## config.mk

```make
export PLATFORM = sky130hd
export DESIGN_NAME = gis_top
export DESIGN_NICKNAME = d
export VERILOG_FILES = /design/src/rtl/gis_pkg.sv /design/src/rtl/gis_pin_sync.sv /design/src/rtl/gis_pd_flag.sv /design/src/rtl/gis_irq_merge.sv /design/src/rtl/gis_top.sv
export SDC_FILE = /design/constraint.sdc
export NUM_CORES = 1
export LEC_CHECK = 0
export ABC_AREA = 0
export BUFFER_PORTS_ARGS = -buffer_cell sky130_fd_sc_hd__buf_4
export CAP_MARGIN = 20
export CORE_MARGIN = 4
export CORE_UTILIZATION = 27
export CTS_BUF_LIST = sky130_fd_sc_hd__clkbuf_8
export DETAILED_ROUTE_END_ITERATION = 8
export PLACE_DENSITY = 0.85
export SLEW_MARGIN = 20
export SYNTH_ARGS = -nofsm -noshare
export SYNTH_HDL_FRONTEND = slang
export SYNTH_SLANG_ARGS = --single-unit
```

## constraint.sdc

```tcl
create_clock -name clk_i -period 0.8 [get_ports clk_i]
set_input_delay 0.04 -clock clk_i [delete_from_list [all_inputs] [get_ports clk_i]]
set_output_delay 0.04 -clock clk_i [all_outputs]
set_load 0.005 [all_outputs]
```

## src/rtl/gis_pkg.sv

```systemverilog
package gis_pkg;
  localparam int unsigned REG_W        = 32;
  localparam int unsigned NPINS        = 2;
  localparam int unsigned PIN_STAT_LSB = 2;
  localparam int unsigned PIN_EN_LSB   = 18;
  localparam int unsigned PD_FLAG_BIT  = 20;
  localparam int unsigned PD_EN_BIT    = 21;
  localparam int unsigned LPT_STAT_BIT = 22;
  localparam int unsigned LPT_EN_BIT   = 23;
  localparam int unsigned NSRC         = NPINS + 2;
  localparam logic [REG_W-1:0] WR_MASK = (REG_W'(1) << PIN_EN_LSB) | (REG_W'(1) << (PIN_EN_LSB + 1))
                                       | (REG_W'(1) << PD_EN_BIT) | (REG_W'(1) << LPT_EN_BIT);
  localparam logic [REG_W-1:0] USED_MASK = WR_MASK | (REG_W'(1) << PIN_STAT_LSB)
                                         | (REG_W'(1) << (PIN_STAT_LSB + 1))
                                         | (REG_W'(1) << PD_FLAG_BIT) | (REG_W'(1) << LPT_STAT_BIT);
  localparam logic [REG_W-1:0] RSV_MASK = ~USED_MASK;

  typedef struct packed {
    logic lpt;
    logic pd;
    logic [NPINS-1:0] pin;
  } src_vec_t;
endpackage

```

## src/rtl/gis_pin_sync.sv

```systemverilog
module gis_pin_sync #(
  parameter int unsigned WIDTH  = 2,
  parameter int unsigned STAGES = 2
) (
  input  logic             clk_i,
  input  logic             rst_ni,
  input  logic [WIDTH-1:0] async_i,
  output logic [WIDTH-1:0] sync_o
);
  for (genvar k = 0; k < WIDTH; k++) begin : g_bit
    logic [STAGES-1:0] chain_q;
    always_ff @(posedge clk_i or negedge rst_ni) begin
      if (!rst_ni) chain_q <= '0;
      else         chain_q <= {chain_q[STAGES-2:0], async_i[k]};
    end
    assign sync_o[k] = chain_q[STAGES-1];
  end
endmodule

```

## src/rtl/gis_pd_flag.sv

```systemverilog
module gis_pd_flag (
  input  logic clk_i,
  input  logic rst_ni,
  input  logic set_i,
  input  logic clr_i,
  output logic flag_o
);
  // set wins over a clearing read so a request is never lost
  always_ff @(posedge clk_i or negedge rst_ni) begin
    if (!rst_ni)    flag_o <= 1'b0;
    else if (set_i) flag_o <= 1'b1;
    else if (clr_i) flag_o <= 1'b0;
  end
endmodule

```

## src/rtl/gis_irq_merge.sv

```systemverilog
module gis_irq_merge #(
  parameter int unsigned NSRC = 4
) (
  input  logic [NSRC-1:0] src_i,
  input  logic [NSRC-1:0] en_i,
  output logic            irq_no
);
  assign irq_no = ~|(src_i & en_i);
endmodule

```

## src/rtl/gis_top.sv

```systemverilog
module gis_top
  import gis_pkg::*;
(
  input  logic                 clk_i,
  input  logic                 rst_ni,
  input  logic [NPINS-1:0]     pin_i,
  input  logic [2*NPINS-1:0]   pin_pol_i,
  input  logic                 pd_req_i,
  input  logic                 lpt_irq_i,
  input  logic                 wr_en_i,
  input  logic                 rd_en_i,
  input  logic [REG_W-1:0]     wdata_i,
  output logic [REG_W-1:0]     rdata_o,
  output logic                 irq_no
);
  logic [NPINS-1:0] pin_sync;
  logic [NPINS-1:0] pin_int;
  logic             pd_flag;
  src_vec_t         src;
  src_vec_t         en_q;
  logic             unused_wdata;

  gis_pin_sync #(.WIDTH(NPINS), .STAGES(2)) i_sync (
    .clk_i   (clk_i),
    .rst_ni  (rst_ni),
    .async_i (pin_i),
    .sync_o  (pin_sync)
  );

  // field 00: as-is, 01: inverted, 1x: held inactive
  for (genvar k = 0; k < NPINS; k++) begin : g_pol
    assign pin_int[k] = ~pin_pol_i[2*k+1] & (pin_sync[k] ^ pin_pol_i[2*k]);
  end

  gis_pd_flag i_pd (
    .clk_i  (clk_i),
    .rst_ni (rst_ni),
    .set_i  (pd_req_i),
    .clr_i  (rd_en_i),
    .flag_o (pd_flag)
  );

  always_ff @(posedge clk_i or negedge rst_ni) begin
    if (!rst_ni) begin
      en_q <= '0;
    end else if (wr_en_i) begin
      en_q.pin <= wdata_i[PIN_EN_LSB +: NPINS];
      en_q.pd  <= wdata_i[PD_EN_BIT];
      en_q.lpt <= wdata_i[LPT_EN_BIT];
    end
  end

  assign unused_wdata = ^(wdata_i & ~WR_MASK);

  assign src.pin = pin_int;
  assign src.pd  = pd_flag;
  assign src.lpt = lpt_irq_i;

  gis_irq_merge #(.NSRC(NSRC)) i_merge (
    .src_i  (src),
    .en_i   (en_q),
    .irq_no (irq_no)
  );

  always_comb begin
    rdata_o = '0;
    rdata_o[PIN_STAT_LSB +: NPINS] = pin_int;
    rdata_o[PIN_EN_LSB +: NPINS]   = en_q.pin;
    rdata_o[PD_FLAG_BIT]           = pd_flag;
    rdata_o[PD_EN_BIT]             = en_q.pd;
    rdata_o[LPT_STAT_BIT]          = lpt_irq_i;
    rdata_o[LPT_EN_BIT]            = en_q.lpt;
  end
endmodule

```

==> results_dict.tcl <==
set metrics [dict create \
    outcome "finished, violations left" \
    violations "setup timing" \
    wire_per_inst_um 11.43 \
    skew_ns 0.002634 \
    grt_overflow 0 \
    route.detailed.drc 0 \
    slowest_delay_ns 0.39 \
    fillCellCount 151 \
    syn_area_per_cell_um2 11.03 \
    clockRootBuffer "clkbuf_8" \
    rows 15 \
    rsz0062_at_grt "yes" \
    crit_chain "a22o_1 > a221oi_2 > buf_4" \
    syn_area_um2 529.3 \
    finalPower_mw 1.366 \
    clkLatencyLatePin_ns 0.23 \
    crit_required_ns 0.76 \
    dp_hpwl_um 888.2 \
    start_util 0.2968 \
    fin_nets 126 \
    port_buffers 24 \
    multi_input_area_um2 197.7 \
    cp_slowest_cell "dfrtp_1" \
    worst-setup-path-type "reg -> out" \
    seq_area_um2 225.2 \
    antenna_found_initial 0 \
    track_usage 0.08755 \
    p_leak_nw 0.4166 \
    hold_start "wdata_i[23]" \
    fmax_ghz 0.7970 \
    period_needed_ns 1.255 \
    dr_total_vias 380 \
    setup_violations 12 \
    die_y_um 52.28 \
    gp_congestion 0.6508 \
    coreArea_um2 1783 \
    totalWireLength_um 1212 \
    dpl_worst_slack_ns -0.2074 \
    post-route-period-util 1.568 \
    worstHoldPathType "in -> reg" \
    ir_worst_vdd_uv 916.3 \
    hold-path-cell-count 2 \
    reg2reg_depth 2 \
    r2r-start "rdata_o[21]$_DFFE_PN0P_" \
    ys_ff_latch 9 \
    first_pass_iters 5 \
    cts_tree "yes" \
    drv_slew 0 \
    syn_inst 48 \
    whs_endpoint "rdata_o[23]$_DFFE_PN0P_" \
    dieArea_um2 2733 \
    worstSetupEndpointType "output port" \
    diodes 0 \
    drive_gt1_frac 0.4691 \
    ys_warn_count 0 \
    max_cap_violations 0 \
    hold_viol_final 0 \
    critPathLaunch "i_pd.flag_o$_DFFE_PN0P_" \
    seq_area_frac_synth 0.4255 \
    critPathLaunchType "flop" \
    area_growth_pct 48.23 \
    arrival_ns 1.21 \
    ant_nets 0 \
    vias_per_cell 3.585 \
    grt_max_degree 10 \
    cts_buffer_depth 2 \
    ios 77 \
    placedCellCount 97 \
    grt_pass1_vias 394 \
    clk_pin_slew_ns 0.05 \
    grt_pass1_wl_um 1738 \
    worst_slack_ns -0.4547 \
    clkSinkCount 9 \
    cts_made_buffers 3 \
    synth_cell_types 10 \
    path_max_fanout 2 \
    die_x_um 52.28 \
    drt_iter0_drc 2 \
    fin_cells 106 \
    cts_max_level 1 \
    pwr_density_cell_nw_per_um2 1741 \
    r2r-end "rdata_o[21]$_DFFE_PN0P_" \
    r2r_setup_slack_ns -0.10 \
]
## how the worst max path moves through the flow
stage                  end  slack, ns
floorplan           irq_no      -0.05
global placement    irq_no      -0.19
detailed placement  irq_no      -0.21
CTS                 irq_no      -0.46
global route        irq_no      -0.52
finish              irq_no      -0.45
## metal layers
layer,up-vias,share of wire,global-route usage
li1,168,-,-
met1,168,0.30,0.07853
met2,44,0.53,0.1799
met3,0,0.17,0.01994
met4,0,0,0.03830
met5,-,0,0
## flip-flops by register name, indices dropped and copies added (netlist names)
register              flops
i_sync.g_bit.chain_q      4
rdata_o                   4
i_pd.flag_o               1
## cell usage after synthesis, drive strengths merged
cell type  instances  share of area
a21o               1          0.014
dfrtp              9           0.43
a22o               1          0.017
inv                1         0.0071
conb               1         0.0071
xnor2              2          0.033
buf               26           0.37
a221oi             1          0.028
nor2               2          0.014
mux2               4          0.085
## stage by stage
| stage | utilization | hold slack [ns] | area [um^2] | setup TNS, ns |
|---|---|---|---|---|
| after floorplan | - | -0.2556 | 615.6 | -0.04643 |
| after global placement | 0.3670 | -0.1374 | 654.4 | -0.3068 |
| after detailed placement | 0.3670 | -0.1328 | 654.4 | -0.3718 |
| after CTS | 0.4323 | 0.03666 | 770.7 | -1.460 |
| after global routing | 0.4400 | 0.03825 | 784.5 | -1.936 |
| final | 0.4400 | 0.04187 | 784.5 | -1.634 |
## where the power goes
group	internal [mW]	total [mW]	switching (mW)
Sequential	0.490	0.520	0.0300
Combinational	0.195	0.311	0.116
Clock	0.341	0.535	0.194
Total	1.03	1.37	0.340
## layout make-up
type | count | area share
clock buffer | 3 | 0.05263
clock inverter | 1 | 0.006380
inverter | 1 | 0.004785
multi-input combinational | 35 | 0.2520
sequential | 9 | 0.2871
tap | 25 | 0.03987
timing repair buffer | 32 | 0.3573
## layout by cell type, fill, tap and decap left out
cell type | Yosys | final
conb_1 | 1 | 24
buf_4 | 26 | 20
dfrtp_1 | 9 | 9
buf_6 | 0 | 8
dlygate4sd3_1 | 0 | 4
mux2_2 | 4 | 3
clkbuf_8 | 0 | 3
xnor2_1 | 2 | 2
nor2_1 | 2 | 1
nor2_2 | 0 | 1
a22o_1 | 1 | 1
a221oi_2 | 1 | 1
inv_1 | 1 | 1
a21o_1 | 1 | 1
mux2_4 | 0 | 1
clkinv_2 | 0 | 1
## repair_timing
action / 4_1_cts / 5_1_grt
hold buffers: 4 / 0
buffers inserted: 1 / 2
endpoints found under the hold margin: 12 / 0
gates cloned: 0 / 0
gates resized for setup: 8 / 3
endpoints found under the setup margin: 10 / 12
## cells by family (layout without fill, tap and decap cells)
| kind of cell | count (synthesis) | count (layout) | share of synthesized area |
|---|---|---|---|
| buffers and inverters | 27 | 37 | 0.3759 |
| DFF | 9 | 9 | 0.4255 |
| muxes | 4 | 4 | 0.08510 |
| AOI/OAI and AO/OA | 3 | 3 | 0.05910 |
| xor gates and xnor gates | 2 | 2 | 0.03310 |
| and+or+nand+nor | 2 | 2 | 0.01419 |
| other | 1 | 24 | 0.007085 |
## critical path: cells and delay by family, from the launching register on
family / cells / cell delay, ns
AO/OA/AOI/OAI: 2 / 0.45
buffers and inverters: 1 / 0.15
flip-flops: 1 / 0.39
No activity file was read; power rests on OpenSTA's default activity.
